## src/rtl/eid_pkg.sv

```systemverilog
package eid_pkg;
  localparam int PORT_W      = 8;
  localparam int SEL_W       = $clog2(PORT_W);
  localparam int SYNC_STAGES = 2;
  localparam int BLANK_CYC   = SYNC_STAGES + 1;
  localparam int BLANK_W     = $clog2(BLANK_CYC + 1);

  typedef struct packed {
    logic [SEL_W-1:0] sel;
    logic             trig_edge;
    logic             pol;
  } cfg_t;

  localparam int CFG_W = $bits(cfg_t);
endpackage

```

## src/rtl/eid_cfg_reg.sv

```systemverilog
module eid_cfg_reg
  import eid_pkg::*;
(
  input  logic             clk,
  input  logic             rst_n,
  input  logic             we,
  input  logic [CFG_W-1:0] wdata,
  output cfg_t             cfg_q,
  output logic             blank
);
  cfg_t               cfg_d;
  logic [BLANK_W-1:0] cnt_q, cnt_d;
  logic               cnt_en;

  assign cnt_en = we | (cnt_q != '0);
  assign blank  = (cnt_q != '0);

  always_comb begin
    cfg_d = cfg_q;
    cnt_d = cnt_q;
    if (we) begin
      cfg_d = cfg_t'(wdata);
      cnt_d = BLANK_W'(BLANK_CYC);
    end else if (cnt_q != '0) begin
      cnt_d = cnt_q - 1'b1;
    end
  end

  always_ff @(posedge clk or negedge rst_n) begin
    if (!rst_n) begin
      cfg_q <= '0;
      cnt_q <= '0;
    end else begin
      if (we)     cfg_q <= cfg_d;
      if (cnt_en) cnt_q <= cnt_d;
    end
  end
endmodule

```

## src/rtl/eid_pin_sync.sv

```systemverilog
module eid_pin_sync #(
  parameter int STAGES = 2
) (
  input  logic clk,
  input  logic rst_n,
  input  logic d,
  output logic q
);
  logic [STAGES-1:0] sh_q, sh_d;

  assign sh_d = {sh_q[STAGES-2:0], d};
  assign q    = sh_q[STAGES-1];

  always_ff @(posedge clk or negedge rst_n) begin
    if (!rst_n) sh_q <= '1;
    else        sh_q <= sh_d;
  end
endmodule

```

## src/rtl/eid_flag.sv

```systemverilog
module eid_flag (
  input  logic clk,
  input  logic rst_n,
  input  logic act,
  input  logic trig_edge,
  input  logic blank,
  input  logic ack,
  input  logic swe,
  input  logic swd,
  output logic pending,
  output logic hit
);
  logic prev_q;
  logic pend_q, pend_d;

  assign hit = trig_edge & ~blank & act & ~prev_q;

  always_comb begin
    pend_d = pend_q;
    if (!trig_edge) begin
      pend_d = 1'b0;
    end else begin
      if (ack) pend_d = 1'b0;
      if (swe) pend_d = swd;
      if (hit) pend_d = 1'b1;
    end
  end

  assign pending = trig_edge ? pend_q : act;

  always_ff @(posedge clk or negedge rst_n) begin
    if (!rst_n) begin
      prev_q <= 1'b0;
      pend_q <= 1'b0;
    end else begin
      prev_q <= act;
      pend_q <= pend_d;
    end
  end
endmodule

```

## src/rtl/ext_irq_detect.sv

```systemverilog
module ext_irq_detect
  import eid_pkg::*;
#(
  parameter int NCH = 2
) (
  input  logic              clk,
  input  logic              rst_n,
  input  logic [PORT_W-1:0] port_in,
  input  logic [NCH-1:0]    cfg_we,
  input  logic [CFG_W-1:0]  cfg_wdata,
  input  logic [NCH-1:0]    irq_ack,
  input  logic [NCH-1:0]    flag_we,
  input  logic [NCH-1:0]    flag_wdata,
  output logic [NCH-1:0]    pending
);
  cfg_t           chan_cfg [NCH];
  logic [NCH-1:0] chan_blank;
  logic [NCH-1:0] chan_pin;
  logic [NCH-1:0] chan_sync;
  logic [NCH-1:0] chan_act;
  logic [NCH-1:0] chan_edge;
  logic [NCH-1:0] chan_hit;

  for (genvar g = 0; g < NCH; g++) begin : g_ch
    eid_cfg_reg u_cfg (
      .clk   (clk),
      .rst_n (rst_n),
      .we    (cfg_we[g]),
      .wdata (cfg_wdata),
      .cfg_q (chan_cfg[g]),
      .blank (chan_blank[g])
    );

    assign chan_pin[g] = port_in[chan_cfg[g].sel];

    eid_pin_sync #(.STAGES(SYNC_STAGES)) u_sync (
      .clk   (clk),
      .rst_n (rst_n),
      .d     (chan_pin[g]),
      .q     (chan_sync[g])
    );

    assign chan_act[g]  = chan_cfg[g].pol ? chan_sync[g] : ~chan_sync[g];
    assign chan_edge[g] = chan_cfg[g].trig_edge;

    eid_flag u_flag (
      .clk       (clk),
      .rst_n     (rst_n),
      .act       (chan_act[g]),
      .trig_edge (chan_edge[g]),
      .blank     (chan_blank[g]),
      .ack       (irq_ack[g]),
      .swe       (flag_we[g]),
      .swd       (flag_wdata[g]),
      .pending   (pending[g]),
      .hit       (chan_hit[g])
    );
  end
endmodule

```

## config.mk

```make
export PLATFORM = sky130hd
export DESIGN_NAME = ext_irq_detect
export DESIGN_NICKNAME = d
export VERILOG_FILES = /design/src/rtl/eid_pkg.sv /design/src/rtl/eid_cfg_reg.sv /design/src/rtl/eid_pin_sync.sv /design/src/rtl/eid_flag.sv /design/src/rtl/ext_irq_detect.sv
export SDC_FILE = /design/constraint.sdc
export NUM_CORES = 1
export LEC_CHECK = 0
export CORE_MARGIN = 2
export CORE_UTILIZATION = 47
export CTS_CLUSTER_SIZE = 25
export DETAILED_ROUTE_END_ITERATION = 12
export MAX_ROUTING_LAYER = met4
export PLACE_DENSITY = 0.77
export RECOVER_POWER = 100
export SLEW_MARGIN = 20
export SYNTH_ARGS = -nofsm -noshare
export SYNTH_HDL_FRONTEND = slang
export SYNTH_SLANG_ARGS = --single-unit
```

## constraint.sdc

```tcl
create_clock -name clk -period 1.4 [get_ports clk]
set_input_delay 0.28 -clock clk [delete_from_list [all_inputs] [get_ports clk]]
set_output_delay 0.28 -clock clk [all_outputs]
set_load 0.01 [all_outputs]
```

Word level (Yosys, flattened, before mapping)
Cells that the tools add are included.

Register bits: 22. Bits in latches: 0. RAM bits: 0. Bits in read-only memories: 0. Input bits: 23. Output and inout port bits: 2. Logic and storage cells: 60. Memories: 0.

Add/subtract/negate cells: 2. $mul: 0. Divide/modulo/power cells: 0. Order comparisons: 2. Eq/ne operators: 2. Shifts and indexed selects: 0. Muxes and demuxes: 20. Bitwise gates (word level): 14. Reductions and logical operators: 6.

Operators with widths (count): $mux 1 (14); $lt 3x4->1 const B (2); $mux 2 (4); $ne 4x3->1 const B (2); $reduce_bool 2->1 (4); $and 1x1->1 (6); $bmux 1 s3 (2); $not 1->1 (6); $reduce_and 2->1 (2); $sub 2x1->2 const B (2); $or 1x1->1 (2).

Longest topological paths before layout
Depth after elaboration: 7. Mapped depth: 5. Gate-level depth less buffers: 5.

Cells and area by module
A second synthesis with hierarchy kept.

Cells, all modules: 68. Area total of the unflattened synthesis: 1086.0 µm².

Modules (own cells, without submodules): eid_cfg_reg (instances 2, cells each 22, area each 320.3 µm², seq. area each 175.2 µm²); eid_flag (instances 2, cells each 6, area each 97.6 µm², seq. area each 50.0 µm²); ext_irq_detect (instances 1, cells each 8, area each 145.1 µm², seq. area each 0.0 µm²); eid_pin_sync (instances 2, cells each 2, area each 52.6 µm², seq. area each 52.6 µm²).

Least setup slack after synthesis
No wires, ideal clock.

Kind: flip-flop to output port. Start point: register g_ch[0].u_sync.sh_q[1]. End point: output pending[0]. Data arrival time: 0.969 ns. Data required time: 1.120 ns. Path slack: 0.151 ns. Cell stages (with the launch flop): 4. Buffers on the path: 1. Path through: dfstp_2 -> xnor2_1 -> mux2_2 -> buf_4.

Longest elaborated chain between the ends: 3.

Ends and longest elaborated chain: start: declaration (RTL line eid_pin_sync.sv:9) `logic [STAGES-1:0] sh_q, sh_d;`; start signal: assignment (RTL line eid_pin_sync.sv:15) `if (!rst_n) sh_q <= '1;`; start signal: assignment (RTL line eid_pin_sync.sv:16) `else sh_q <= sh_d;`; $not 1->1 (RTL line ext_irq_detect.sv:43) `assign chan_act[g] = chan_cfg[g].pol ? chan_sync[g] : ~chan_sync[g];`; $mux 1 (*) (RTL line ext_irq_detect.sv:43); named net g_ch[0].u_flag.act (RTL line eid_flag.sv:4) `input logic act,`; $mux 1 (*) (RTL line eid_flag.sv:29) `assign pending = trig_edge ? pend_q : act;`; end: declaration (RTL line ext_irq_detect.sv:14) `output logic [NCH-1:0] pending`.

The timed path passes the listed nets; every way through them passes the cells marked *.

Final worst setup path
Start point: register g_ch[1].u_sync.sh_q[1]. End point: output pending[1].

Longest elaborated chain between the ends: 3.

Ends and longest elaborated chain (RTL line): start: declaration (eid_pin_sync.sv:9); start signal: assignment (eid_pin_sync.sv:15); start signal: assignment (eid_pin_sync.sv:16); $not 1->1 (ext_irq_detect.sv:43); $mux 1 (*) (ext_irq_detect.sv:43); named net g_ch[1].u_flag.act (eid_flag.sv:4); $mux 1 (*) (eid_flag.sv:29).

Marks and branches as above.

==> flow_metrics.tcl <==
set metrics [dict create \
    dp_hpwl_um 1280 \
    syn-num-nets 93 \
    cp-start-kind "flip-flop" \
    grt_max_degree 23 \
    crit_chain "xnor2_2 > mux2_4 > buf_6" \
    syn-instance-count 68 \
    ir_worst_vdd_mv 0.574 \
    end_kind "output pin" \
    initialDrtViolationCount 4 \
    synth-seq-cells 22 \
    initial_core_util_pct 50.8 \
    finalHoldViolCount 0 \
    critical_path_class "flip-flop to output pin" \
    cts_setup_buffers 0 \
    cts.clk_slew.worst_paths_ps 110 \
    route.detailed.drc 0 \
    drt-vias-per-instance 5.15 \
    slowest_stage "dfstp_2" \
    syn_area_per_cell_sq_um 14.8 \
    grt_pass1_wl_um 2920 \
    syn2layout_area_growth_pct 34.5 \
    dieHeight_um 50.3 \
    period_share_pct 115 \
    io_buffers 24 \
    final_nets 124 \
    finalWeightedCongestion 0.708 \
    rsz0062_at_grt "true" \
    clockBufferDepth 2 \
    die_w_um 50.3 \
    num_vias 644 \
    critical_path.top_delay_family "flip-flops" \
    power_leakage_nw 0.601 \
    yosysWarningCount 0 \
    tightest_slew_ps 509 \
    antennaDiodeCount 0 \
    row_count 16 \
    ioPinCount 25 \
    fin_ws_ps -206 \
    final_common_cell "clkdlybuf4s50_1" \
    skew_ps 4.35 \
    final-max-slew-violation-count 0 \
    violations "negative setup slack" \
    antenna_found_initial 0 \
    power_density_nw_per_um2 1150 \
    cts_root_buf "clkbuf_4" \
    cts_inserted_buffers 3 \
    ant_nets 0 \
    ys_seq_area_share_pct 55.2 \
    track_usage_pct 15.9 \
    path_buf_inv 1 \
    path_max_fanout 2 \
    fmax_ghz 0.623 \
    status "finished with violations" \
    clk_latency_ps 300 \
    die_area_sq_um 2530 \
    min_path_type "flip-flop to flip-flop" \
    maxCapViolations 0 \
    period_minus_slack_ps 1610 \
    ys_types 19 \
    grt_overflow_total 0 \
    routedWlPerCell_um 13.3 \
    cpPeakStageDelay_ps 560 \
    dp_slack_ps -229 \
    fp.coreArea_sq_um 1980 \
    cts_tree "done" \
    crit_required_ps 1120 \
    nFillCells 140 \
    drive_above_1_share_pct 31.6 \
    cts_sinks 22 \
    p_total_mw 1.56 \
    wl_um 1660 \
    cp.arrival_ps 1330 \
    final_cell_mix "clkdlybuf4s50_1, dfrtp_1, mux2_2" \
    relSlewSlack_pct 66.1 \
    setup_viol 2 \
    grt_pass1_vias 716 \
    h-tree-depth 1 \
    synth.cell_area_sq_um 1010 \
    dr.pass1.iters 4 \
    rrSetupSlack_ps 80 \
]
## cell families after synthesis
| logic type | Yosys count | synth area share [%] |
|---|---|---|
| multiplexers | 18 | 26.1 |
| AO/OA/AOI/OAI | 5 | 3.98 |
| XOR/XNOR | 4 | 3.48 |
| adder cells (fa/ha/maj) | 2 | 2.48 |
| AND/OR/NAND/NOR | 9 | 5.09 |
| flip-flops | 22 | 55.2 |
| buffers and inverters | 8 | 3.73 |
## synthesized netlist by cell type (all sizes together)
| master | number | share of area, % |
|---|---|---|
| a21boi | 1 | 0.75 |
| xnor2 | 2 | 1.7 |
| dfrtp | 18 | 45 |
| a222oi | 1 | 0.99 |
| inv | 4 | 1.5 |
| nand2b | 2 | 1.2 |
| mux2 | 14 | 16 |
| nor2 | 3 | 1.1 |
| a211o | 2 | 1.7 |
| clkbuf | 2 | 0.75 |
| ha | 2 | 2.5 |
| dfstp | 4 | 10 |
| a21oi | 1 | 0.50 |
| nand3b | 1 | 0.75 |
| nor2b | 2 | 1.2 |
| nor3b | 1 | 0.75 |
| mux4 | 4 | 10 |
| buf | 2 | 1.5 |
| xor2 | 2 | 1.7 |
## power by group
part | switching [mW] | internal (mW) | total [mW]
clock network | 0.180 | 0.159 | 0.338
registers | 0.0600 | 0.758 | 0.818
logic | 0.143 | 0.264 | 0.407
total | 0.383 | 1.18 | 1.56
## flip-flops by register name (all words and copies together), names as in the netlist
register and flops:
g_ch.u_cfg.cfg_q 10, g_ch.u_cfg.cnt_q 4, g_ch.u_sync.sh_q 4, g_ch.u_flag.pend_q 2, g_ch.u_flag.prev_q 2
## metrics by stage
stage	TNS [ps]	cells	hold slack, ps	instance area, sq um	util, %
final	-396	125	364	1360	68.4
after global placement	-905	121	346	1300	65.8
after detailed placement	-1090	121	348	1300	65.8
after floorplan	0	68	-15.6	1010	-
after CTS	-419	125	299	1350	68.3
after global routing	-503	125	373	1360	68.4
## worst paths after layout
check	from	end	depth (start not counted)
worst max-delay path	g_ch[1].u_sync.sh_q[1]	pending[1]	3
max in group asynchronous	rst_n	g_ch[1].u_sync.sh_q[1]	2
worst min-delay path	g_ch[0].u_sync.sh_q[0]	g_ch[0].u_sync.sh_q[1]	0
worst min register to register	g_ch[0].u_sync.sh_q[0]	g_ch[0].u_sync.sh_q[1]	0
worst max register to register	g_ch[0].u_cfg.cfg_q[2]	g_ch[0].u_sync.sh_q[0]	2
min in group asynchronous	rst_n	g_ch[0].u_flag.pend_q	2
## final cells by class
type	count	area (sq um)	area share, %
flip-flops and latches	22	556	41.0
well taps	27	33.8	2.49
multi-input cells	38	429	31.7
repair buffers	30	285	21.1
inverters	4	15.0	1.11
clock buffers	4	36.3	2.68
## per-layer routing
layer	part of all wire, %	track usage [%]	vias up
met5	0	-	-
met4	1.7	8.11	0
met3	6.2	2.98	4
met2	52	28.3	25
met1	40	16.8	314
li1	-	-	301
## repair_timing
item / in CTS / in global routing
setup endpoints to repair: 2 / 2
resized for setup: 12 / 1
hold buffers: 0 / 0
Power figures use the tool's default switching activity.
